$ cat config.mk
export PLATFORM = sky130hd
export DESIGN_NAME = pwm3_gen
export DESIGN_NICKNAME = d
export VERILOG_FILES = /design/src/rtl/pwm3_pkg.sv /design/src/rtl/pwm3_ctrl.sv /design/src/rtl/pwm3_datapath.sv /design/src/rtl/pwm3_gen.sv
export SDC_FILE = /design/constraint.sdc
export NUM_CORES = 1
export LEC_CHECK = 0
export ABC_AREA = 1
export BUFFER_PORTS_ARGS = -buffer_cell sky130_fd_sc_hd__buf_2
export CORE_ASPECT_RATIO = 1.4
export CORE_MARGIN = 2
export CORE_UTILIZATION = 58
export DETAILED_ROUTE_END_ITERATION = 10
export HOLD_SLACK_MARGIN = 0.15
export PLACE_DENSITY = 0.82
export SETUP_SLACK_MARGIN = 0.15
export SLEW_MARGIN = 20
export SYNTH_ARGS = -nofsm -noshare
export SYNTH_HDL_FRONTEND = slang
export SYNTH_SLANG_ARGS = --single-unit
$ cat constraint.sdc
create_clock -name clk -period 13.55 [get_ports clk]
set_input_delay 1.355 -clock clk [delete_from_list [all_inputs] [get_ports clk]]
set_output_delay 1.355 -clock clk [all_outputs]
set_load 0.01 [all_outputs]
$ cat src/rtl/pwm3_pkg.sv
`timescale 1ns/1ps
package pwm3_pkg;

  localparam int unsigned NUM_PHASES = 3;
  localparam int unsigned NUM_OUTS   = 2 * NUM_PHASES;

  typedef enum logic [3:0] {
    REG_HALF    = 4'd0,
    REG_DUTY_A  = 4'd1,
    REG_DUTY_B  = 4'd2,
    REG_DUTY_C  = 4'd3,
    REG_DEAD    = 4'd4,
    REG_MINP    = 4'd5,
    REG_MODE    = 4'd6,
    REG_CHOP    = 4'd7,
    REG_MASK    = 4'd8,
    REG_TRIPCLR = 4'd9
  } regAddr_e;

  // Strobes sent from control to datapath
  typedef struct packed {
    logic periodStart;   // counter sits at the first clock of a period
    logic wrapTurn;      // last clock of a period; next clock starts a new one
  } pwmStrobes_t;

endpackage

$ cat src/rtl/pwm3_ctrl.sv
`timescale 1ns/1ps
module pwm3_ctrl
  import pwm3_pkg::*;
#(
  parameter int unsigned    W          = 16,
  parameter logic [W-1:0]   RESET_HALF = 8
) (
  input  logic                               clk,
  input  logic                               rstN,
  input  logic                               wrEn,
  input  logic [3:0]                         wrAddr,
  input  logic [W-1:0]                       wrData,
  input  logic                               tripN,
  output logic [W-1:0]                       cnt,
  output logic [W-1:0]                       halfEff,
  output pwmStrobes_t                        strobes,
  output logic [NUM_PHASES-1:0][W-1:0]       duty,
  output logic [W-1:0]                       dead,
  output logic [W-1:0]                       minPulse,
  output logic                               chopHiEn,
  output logic                               chopLoEn,
  output logic [W-1:0]                       chopDiv,
  output logic [NUM_OUTS-1:0]                outMask,
  output logic                               tripLatched
);

  localparam logic [W-1:0] ONE = 1;

  logic [W-1:0]                 shHalf, shDead, shMin, actHalf;
  logic [NUM_PHASES-1:0][W-1:0] shDuty;
  logic                         doubleMode;
  logic                         upPhase;
  logic                         midTurn, wrapTurn;
  logic [1:0]                   tripSync;
  logic                         clearWrite;

  assign halfEff  = (actHalf == '0) ? ONE : actHalf;
  assign midTurn  = upPhase  && (cnt == halfEff - ONE);
  assign wrapTurn = !upPhase && (cnt == '0);

  assign strobes.periodStart = upPhase && (cnt == '0);
  assign strobes.wrapTurn    = wrapTurn;

  assign clearWrite = wrEn && (wrAddr == REG_TRIPCLR);

  // Shadow registers and immediate controls
  always_ff @(posedge clk) begin
    if (!rstN) begin
      shHalf     <= RESET_HALF;
      shDuty     <= '0;
      shDead     <= '0;
      shMin      <= '0;
      doubleMode <= 1'b0;
      chopHiEn   <= 1'b0;
      chopLoEn   <= 1'b0;
      chopDiv    <= '0;
      outMask    <= '0;
    end else if (wrEn) begin
      for (int p = 0; p < NUM_PHASES; p++) begin
        if (wrAddr == 4'(REG_DUTY_A) + 4'(p)) shDuty[p] <= wrData;
      end
      case (wrAddr)
        REG_HALF: shHalf <= wrData;
        REG_DEAD: shDead <= wrData;
        REG_MINP: shMin  <= wrData;
        REG_MODE: begin
          doubleMode <= wrData[0];
          chopHiEn   <= wrData[1];
          chopLoEn   <= wrData[2];
        end
        REG_CHOP: chopDiv <= wrData;
        REG_MASK: outMask <= wrData[NUM_OUTS-1:0];
        default: ;
      endcase
    end
  end

  // Active register set: full reload at wrap, timing-only reload at midpoint
  always_ff @(posedge clk) begin
    if (!rstN) begin
      actHalf  <= RESET_HALF;
      duty     <= '0;
      dead     <= '0;
      minPulse <= '0;
    end else if (wrapTurn) begin
      actHalf  <= shHalf;
      duty     <= shDuty;
      dead     <= shDead;
      minPulse <= shMin;
    end else if (midTurn && doubleMode) begin
      duty     <= shDuty;
      dead     <= shDead;
      minPulse <= shMin;
    end
  end

  // Up/down counter, each turning value held for two clocks
  always_ff @(posedge clk) begin
    if (!rstN) begin
      cnt     <= '0;
      upPhase <= 1'b1;
    end else if (wrapTurn) begin
      upPhase <= 1'b1;
    end else if (midTurn) begin
      upPhase <= 1'b0;
    end else if (upPhase) begin
      cnt <= cnt + ONE;
    end else begin
      cnt <= cnt - ONE;
    end
  end

  // Trip synchronizer and latch
  always_ff @(posedge clk) begin
    if (!rstN) begin
      tripSync    <= 2'b11;
      tripLatched <= 1'b0;
    end else begin
      tripSync <= {tripSync[0], tripN};
      if (!tripSync[1])    tripLatched <= 1'b1;
      else if (clearWrite) tripLatched <= 1'b0;
    end
  end

  // counter never leaves the active half period
  a_r2_cnt_in_range: assert property (@(posedge clk) disable iff (!rstN)
    cnt < halfEff);

  // the half period changes only across a wrap
  a_r7_half_holds: assert property (@(posedge clk) disable iff (!rstN)
    !wrapTurn |=> $stable(actHalf));

  // a low synchronized trip latches
  a_r12_trip_sets: assert property (@(posedge clk) disable iff (!rstN)
    !tripSync[1] |=> tripLatched);

  // the latch holds until a clear write
  a_r12_trip_holds: assert property (@(posedge clk) disable iff (!rstN)
    (tripLatched && !clearWrite) |=> tripLatched);

endmodule

$ cat src/rtl/pwm3_datapath.sv
`timescale 1ns/1ps
module pwm3_datapath
  import pwm3_pkg::*;
#(
  parameter int unsigned W = 16
) (
  input  logic                          clk,
  input  logic                          rstN,
  input  pwmStrobes_t                   strobes,
  input  logic [W-1:0]                  cnt,
  input  logic [W-1:0]                  halfEff,
  input  logic [NUM_PHASES-1:0][W-1:0]  duty,
  input  logic [W-1:0]                  dead,
  input  logic [W-1:0]                  minPulse,
  input  logic                          chopHiEn,
  input  logic                          chopLoEn,
  input  logic [W-1:0]                  chopDiv,
  input  logic [NUM_OUTS-1:0]           outMask,
  input  logic                          tripLatched,
  input  logic                          tripN,
  input  logic                          polHigh,
  output logic [NUM_OUTS-1:0]           gateOut,
  output logic                          syncOut
);

  localparam int unsigned XW = W + 1;

  logic [XW-1:0]       halfX, cntX, chopCnt;
  logic                carrier, chopLast, tripOff;
  logic [NUM_OUTS-1:0] gateNext, gateReg, onLevel;
  logic                syncReg;

  assign halfX = {1'b0, halfEff};
  assign cntX  = {1'b0, cnt};

  // Chopping carrier, restarted at every period
  assign chopLast = (chopCnt == {chopDiv, 1'b1});
  assign carrier  = (chopCnt <= {1'b0, chopDiv});

  always_ff @(posedge clk) begin
    if (!rstN)                 chopCnt <= '0;
    else if (strobes.wrapTurn) chopCnt <= '0;
    else if (chopLast)         chopCnt <= '0;
    else                       chopCnt <= chopCnt + XW'(1);
  end

  for (genvar p = 0; p < NUM_PHASES; p++) begin : g_phase
    logic [XW-1:0] dutyX, dutyClip, swPt, hiTh, hiLen;
    logic          hiKeep, loKeep, hiNow, loNow;

    assign dutyX    = {1'b0, duty[p]};
    assign dutyClip = (dutyX > halfX) ? halfX : dutyX;
    assign swPt     = halfX - dutyClip;
    assign hiTh     = swPt + {1'b0, dead};
    assign hiLen    = (hiTh >= halfX) ? '0 : (halfX - hiTh);
    assign hiKeep   = (hiLen != '0) && (hiLen >= {1'b0, minPulse});
    assign loKeep   = (swPt  != '0) && (swPt  >= {1'b0, minPulse});
    assign hiNow    = hiKeep && (cntX >= hiTh);
    assign loNow    = loKeep && (cntX <  swPt);

    assign gateNext[2*p]   = hiNow && (!chopHiEn || carrier) && outMask[2*p];
    assign gateNext[2*p+1] = loNow && (!chopLoEn || carrier) && outMask[2*p+1];

    // complementary pair never on together
    a_r5_pair_exclusive: assert property (@(posedge clk) disable iff (!rstN)
      !(gateReg[2*p] && gateReg[2*p+1]));
  end

  always_ff @(posedge clk) begin
    if (!rstN) begin
      gateReg <= '0;
      syncReg <= 1'b0;
    end else begin
      gateReg <= gateNext;
      syncReg <= strobes.periodStart;
    end
  end

  // Trip blanking bypasses the clock
  assign tripOff = !tripN || tripLatched;
  assign onLevel = tripOff ? '0 : gateReg;
  assign gateOut = polHigh ? onLevel : ~onLevel;
  assign syncOut = syncReg;

  // sync pulse lasts one clock
  a_r2_sync_single: assert property (@(posedge clk) disable iff (!rstN)
    syncReg |=> !syncReg);

endmodule

$ cat src/rtl/pwm3_gen.sv
`timescale 1ns/1ps
module pwm3_gen
  import pwm3_pkg::*;
#(
  parameter int unsigned  W          = 16,
  parameter logic [W-1:0] RESET_HALF = 8
) (
  input  logic          clk,
  input  logic          rstN,
  input  logic          wrEn,
  input  logic [3:0]    wrAddr,
  input  logic [W-1:0]  wrData,
  input  logic          tripN,
  input  logic          polHigh,
  output logic [5:0]    gateOut,
  output logic          syncOut
);

  pwmStrobes_t                  strobes;
  logic [W-1:0]                 cnt, halfEff, dead, minPulse, chopDiv;
  logic [NUM_PHASES-1:0][W-1:0] duty;
  logic                         chopHiEn, chopLoEn, tripLatched;
  logic [NUM_OUTS-1:0]          outMask;

  pwm3_ctrl #(.W(W), .RESET_HALF(RESET_HALF)) u_ctrl (
    .clk         (clk),
    .rstN        (rstN),
    .wrEn        (wrEn),
    .wrAddr      (wrAddr),
    .wrData      (wrData),
    .tripN       (tripN),
    .cnt         (cnt),
    .halfEff     (halfEff),
    .strobes     (strobes),
    .duty        (duty),
    .dead        (dead),
    .minPulse    (minPulse),
    .chopHiEn    (chopHiEn),
    .chopLoEn    (chopLoEn),
    .chopDiv     (chopDiv),
    .outMask     (outMask),
    .tripLatched (tripLatched)
  );

  pwm3_datapath #(.W(W)) u_dp (
    .clk         (clk),
    .rstN        (rstN),
    .strobes     (strobes),
    .cnt         (cnt),
    .halfEff     (halfEff),
    .duty        (duty),
    .dead        (dead),
    .minPulse    (minPulse),
    .chopHiEn    (chopHiEn),
    .chopLoEn    (chopLoEn),
    .chopDiv     (chopDiv),
    .outMask     (outMask),
    .tripLatched (tripLatched),
    .tripN       (tripN),
    .polHigh     (polHigh),
    .gateOut     (gateOut),
    .syncOut     (syncOut)
  );

endmodule

* Word level (Yosys, flattened, before mapping) *
Cells that the tools add are included.

storage, ports and cells
  bits in registers = 261
  input bits = 25
  output and inout bits = 7
  word-level logic and storage cells = 148

operators by class
  $add $sub $neg = 13
  magnitude comparators = 19
  equality and inequality tests = 12
  multiplexer cells = 18
  bitwise operators = 4
  reduce and logical (&&, ||, !) cells = 58

operators with widths
  operator                                                                count
  17-bit by 16-bit >= comparator with 1-bit output                        9
  16-bit two-way mux                                                      9
  17-bit nonzero test                                                     6
  16-bit by 17-bit subtractor with 17-bit output                          6
  48-bit two-way mux                                                      2
  17-bit by 16-bit adder with 17-bit output                               3
  16-bit by 17-bit >= comparator with 1-bit output                        3
  16-bit by 17-bit less-than comparator with 1-bit output                 3
  17-bit two-way mux                                                      3
  16-bit greater-than comparator                                          3
  16-bit zero test                                                        2
  16-bit by 1-bit subtractor with 16-bit output (second input constant)   2
  1-bit logical AND                                                       29
  2-bit AND reduction                                                     10
  17-bit by 1-bit adder with 17-bit output (second input constant)        1
  17-bit equality test                                                    1
  17-bit by 16-bit less-or-equal comparator with 1-bit output             1
  16-bit by 1-bit adder with 16-bit output (second input constant)        1
  16-bit equality test                                                    1
  4-bit by 3-bit equality test with 1-bit output (second input constant)  4
  6-bit two-way mux                                                       2
  4-bit by 2-bit equality test with 1-bit output (second input constant)  2
  4-bit equality test (second input constant)                             2
  6-bit NOT                                                               1
  10 further kinds                                                        18

* Longest topological paths before layout *
  depth in word-level cells = 13
  depth in mapped cells = 65
  depth with buffers taken out = 63

* Hierarchy *
From an unflattened synthesis, not the netlist that was laid out.

unflattened totals
  cells, all modules = 4186
  area total of the unflattened synthesis = 26812.0 um^2

by module, submodules not included
  module         instances  cells each  area each (um^2)  seq. area each (um^2)
  pwm3_datapath  1          2633        16114.2           480.5
  pwm3_ctrl      1          1553        10697.8           4744.6

* Worst setup path before layout *
No wires, ideal clock.

  kind = reg-to-reg
  from = reg u_ctrl.actHalf[1]
  to = reg u_dp.gateReg[2]
  library setup time = 0.070 ns
  arrival = 7.548 ns
  data required time = 13.480 ns
  setup slack = 5.932 ns
  stages on the path, launching flop included = 60
  buffers on the path = 2
  clock period less this slack = 7.618 ns
  cell sequence = dfxtp_1 > inv_1 > nand3_2 > nor2_2 > nand2_2 > nand2_4 > ha_1 > inv_1 > a21oi_1 > nor2_1 > a211oi_1 > o221ai_1 > a211o_1 > nand2_1 > clkbuf_1 > o21ai_0 > ha_1 > nand3_1 > [24 not listed] > nand2_2 > buf_1 > nor2_1 > ha_1 > nand2_1 > nor2_1 > a211oi_1 > o21ai_0 > a21oi_1 > o211ai_1 > nand2_1 > inv_1 > nor2_1 > o21ai_0 > nand2_1 > nand3b_1 > nand2_1 > a21oi_1

between the ends
  word-level cells in the longest chain between the ends = 13
  elaborated cells on any way between the ends = 16
  classes of those cells = 3 x add/sub; 4 x order compare; 3 x mux; 6 x reduce/logical

ends and longest elaborated chain
  what                                                                                                                       RTL line             source
  start: declaration                                                                                                         pwm3_ctrl.sv:29      logic [W-1:0] shHalf, shDead, shMin, actHalf;
  start signal: assignment                                                                                                   pwm3_ctrl.sv:86      actHalf <= shHalf;
  16-bit zero test                                                                                                           pwm3_ctrl.sv:37      assign halfEff = (actHalf == '0) ? ONE : actHalf;
  16-bit two-way mux *                                                                                                       pwm3_ctrl.sv:37
  16-bit greater-than comparator                                                                                             pwm3_datapath.sv:52  assign dutyClip = (dutyX > halfX) ? halfX : dutyX;
  16-bit two-way mux                                                                                                         pwm3_datapath.sv:52
  16-bit by 17-bit subtractor with 17-bit output                                                                             pwm3_datapath.sv:53  assign swPt = halfX - dutyClip;
  17-bit by 16-bit adder with 17-bit output                                                                                  pwm3_datapath.sv:54  assign hiTh = swPt + {1'b0, dead};
  16-bit by 17-bit subtractor with 17-bit output / 17-bit by 16-bit >= comparator with 1-bit output (equally long branches)  pwm3_datapath.sv:55  assign hiLen = (hiTh >= halfX) ? '0 : (halfX - hiTh);
  17-bit two-way mux                                                                                                         pwm3_datapath.sv:55
  17-bit by 16-bit >= comparator with 1-bit output / 17-bit nonzero test (equally long branches)                             pwm3_datapath.sv:56  assign hiKeep = (hiLen != '0) && (hiLen >= {1'b0, minPulse});
  1-bit logical AND                                                                                                          pwm3_datapath.sv:56
  1-bit logical AND *                                                                                                        pwm3_datapath.sv:58  assign hiNow = hiKeep && (cntX >= hiTh);
  1-bit logical AND * (2 in a row)                                                                                           pwm3_datapath.sv:61  assign gateNext[2*p] = hiNow && (!chopHiEn || carrier) && outMask[2*p];
  end signal: assignment                                                                                                     pwm3_datapath.sv:74  gateReg <= gateNext;
  end: declaration                                                                                                           pwm3_datapath.sv:30  logic [NUM_OUTS-1:0] gateNext, gateReg, onLevel;

Every way passes the cells marked *; elsewhere a longest branch is shown, timed or not.
A chain may end at the register's enable or synchronous reset.

* Final worst setup path *
  from = reg u_ctrl.actHalf[4]
  to = reg u_dp.gateReg[0]

Same word-level chain as after synthesis.

==> summary.md <==
| Metric | Value |
|---|---|
| Total congestion overflow | `0` |
| Comb power frac | `0.623` |
| Later-pin clock latency in the skew report | `0.58 ns` |
| Largest net degree at the start of global routing | `between 100 and 150` |
| CTS sink count | `around 260` |
| PwrDens | `between 150 and 200 nW/um2` |
| CTS tree | `yes` |
| Die Width | `approximately 180 um` |
| DP Wirelength | `roughly 67000 um` |
| Buf+Inv Stages, Crit Path | `4` |
| Vias after detailed routing | `26300` |
| Layout area overhead | `5.38%` |
| Via/cell ratio | `between 5 and 6` |
| Max clock buf depth | `3` |
| Final setup violation count | `0` |
| Slew Limit Fails | `0` |
| Antenna violations before repair | `1` |
| Layout Nets | `4461` |
| H-tree levels | `1` |
| Starting Density | `0.585` |
| YS warnings | `0` |
| Post-CTS Repair Setup Buffers | `0` |
| Inst Count DP | `between 4000 and 5000` |
| Fmax | `around 110 MHz` |
| WL/cell | `19.0 um` |
| R2R cell count | `50` |
| Mapped cell area | `26200 um2` |
| WHS Path Cells | `1` |
| Post-synth EDFFs | `0` |
| Num CTS Buffers | `27` |
| ANT nets after route | `0` |
| Final Cell Area | `around 28000 um2` |
| IO Count | `32` |
| Post-cts sizing count | `0` |
| Core Region | `44800 um2` |
| Status | `finished, final reports clean` |
| WP depth | `50` |
| Final TNS setup | `0 ns` |
| Worst Clk Skew | `0.0240 ns` |
| Commonest non-fill, non-tap cell in the layout | `nand2_1` |
| Slowest cell on crit path | `dfxtp_1` |
| Slew HR | `0.290` |
| Crit path DAT | `just under 10 ns` |
| Gpl congestion | `between 1 and 1.5` |
| Mapped Nets | `roughly 4500` |
| Internal | `about 0.0022 W` |
| Tmin final | `~9.3 ns` |
| DRC Markers | `0` |
| Crit path capture type | `register` |
| Class of the most critical setup path | `register to register` |
| Seq/Total Area, Yosys | `0.199` |
| Static leakage | `14.9 nW` |
| GRT Overall Usage | `0.370` |
| Critical Path RT | `about 14 ns` |
| Switch share | `0.482` |
| Tot Pwr | `roughly 0.0042 W` |
| RSZ-0062 raised after global routing | `no` |
| Initial DRT Pass Iterations | `7` |
| Layout Cells excl Fill | `between 4000 and 5000` |
| DR iter-0 viols | `between 2000 and 2500` |
| Most frequent cells in the layout | `nand2_1, inv_1, ha_1` |
| Cell family with the largest share of critical-path delay | `simple AND/OR/NAND/NOR gates` |
| Rows | `92` |
| Worst Path Max Fanout | `32` |
| CTS Hold Bufs | `0` |
| Root buffer cell | `clkbuf_16` |
| Slowest stage delay, CP | `about 0.99 ns` |
| Setup WS post-layout | `approximately 4.2 ns` |
| Hold Vio Cnt, Final | `0` |
| Register share of total power | `0.191` |
| Final Cycle Share | `0.689` |
| Sw power | `slightly above 0.002 W` |
| Worst slew pin tran | `between 1 and 1.5 ns` |
| CP most frequent cell | `nand2_1` |
| Worst min path class | `register to register` |
| Mapped Cells | `4059` |
| #FFs+latches synth | `approximately 260` |
| CTS clk-pin slew, worst paths | `approximately 0.07 ns` |
| First-pass GRT wire length | `133000 um` |
| Syn Area/Cell | `6.45 um2` |
| VDD IR-drop max | `about 0.13 mV` |
| PortBufs | `31` |
| Dpl ws | `4.32 ns` |
| Number of max-cap violations | `0` |
| Async set-reset flop share out of synthesis | `0` |
| Die H | `around 260 um` |
| Clk network pwr share | `0.186` |
| Number of global-route vias before repair | `between 20000 and 25000` |
| Critical path startpoint category | `register` |
| Placed cell area | `26700 um2` |
| Library cells used by synthesis | `61` |
| Share of layout cells above drive strength 1 | `0.0572` |
| Final wirelength | `about 88000 um` |
| Ys flop type | `dfxtp_1` |
| Die area | `between 40000 and 50000 um2` |
[layer usage]
layer	vias to the layer above	track usage	wire, um	part of all wire
met5	-	0	0	0
met4	0	0.345	10200	0.12
met3	428	0.0599	6690	0.076
met2	1046	0.600	38600	0.44
met1	11700	0.408	32200	0.37
li1	13200	-	-	-
[sequential cells by signal, indices dropped and copies added (netlist names)]
signal	cells
u_ctrl.actHalf	16
u_ctrl.chopDiv	16
u_ctrl.chopHiEn	1
u_ctrl.chopLoEn	1
u_ctrl.cnt	16
u_ctrl.dead	16
u_ctrl.doubleMode	1
u_ctrl.duty	48
u_ctrl.minPulse	16
u_ctrl.outMask	6
u_ctrl.shDead	16
u_ctrl.shDuty	48
u_ctrl.shHalf	16
u_ctrl.shMin	16
u_ctrl.tripLatched	1
u_ctrl.tripSync	2
u_ctrl.upPhase	1
u_dp.chopCnt	17
u_dp.gateReg	6
u_dp.syncOut	1
[area by class of cell]
| cell class | count | area (um2) |
|---|---|---|
| inverter | 677 | 2540 |
| clock buffer | 31 | 721 |
| timing repair buffer | 58 | 364 |
| clock inverter | 17 | 194 |
| fill | 4191 | 17200 |
| tap | 564 | 706 |
| sequential | 261 | 5230 |
| multi-input combinational | 3012 | 17800 |
| antenna | 1 | 2.50 |
[power groups by stage]
stage	Combinational (W)	Clock, W	Sequential, W
after floorplan	0.00207	0	0.000814
after global placement	0.00254	0	0.000823
after detailed placement	0.00258	0	0.000823
after CTS	0.00259	0.000787	0.000806
after global routing	0.00303	0.000817	0.000807
final	0.00263	0.000785	0.000807
[metrics by stage]
step / util / hold WS, ns
after global placement: 0.596 / 0.399
after floorplan: - / 0.389
after detailed placement: 0.596 / 0.405
after CTS: 0.616 / 0.422
final: 0.616 / 0.418
after global routing: 0.616 / 0.446
[synth_stat cells, types with 4 or more instances]
library cell    n  area share
xor2_1        112       0.037
clkbuf_1       75       0.011
nand2_2        88       0.021
nor4_1         27      0.0064
and3_1          4     0.00096
a21boi_0        4      0.0011
o211ai_1       22      0.0063
dfxtp_1       261        0.20
o21ai_0       279       0.053
a21oi_1       361       0.069
a31o_2          5      0.0017
inv_2           9      0.0013
nor3b_1         5      0.0014
ha_1          389        0.19
o2111ai_1       8      0.0027
nor2_1        345       0.049
o21bai_1       16      0.0046
nand3b_1        8      0.0023
nand3_1       173       0.033
or2_2           9      0.0021
nor3_1         49      0.0094
a31oi_1         9      0.0021
fa_1           10      0.0076
o22ai_1         9      0.0021
nand4_1        57       0.014
o21ai_1         6      0.0011
o31ai_1         7      0.0020
buf_1           4     0.00057
a21o_1         16      0.0046
a211oi_1       10      0.0029
nand2_1       901        0.13
o221ai_1        6      0.0020
o21a_1         10      0.0029
inv_1         664       0.095
buf_12          8      0.0061
xnor2_1        33       0.011
buf_2          18      0.0034
[worst paths after layout]
check / from / endpoint / slack (ns)
hold / removal: u_ctrl.tripSync[0] / u_ctrl.tripSync[1] / 0.42
setup reg to reg: u_ctrl.actHalf[4] / u_dp.gateReg[0] / 4.21
hold reg to reg: u_ctrl.tripSync[0] / u_ctrl.tripSync[1] / 0.42
setup / recovery: u_ctrl.actHalf[4] / u_dp.gateReg[0] / 4.21
[kinds of logic after synthesis]
logic type / after synthesis / synth area share
simple gates: 1686 / 0.276
buf+inv: 786 / 0.120
compound gates: 782 / 0.163
fa+ha+maj: 399 / 0.193
flops: 261 / 0.199
xor+xnor: 145 / 0.0485
(Power assumes the default switching activity.)
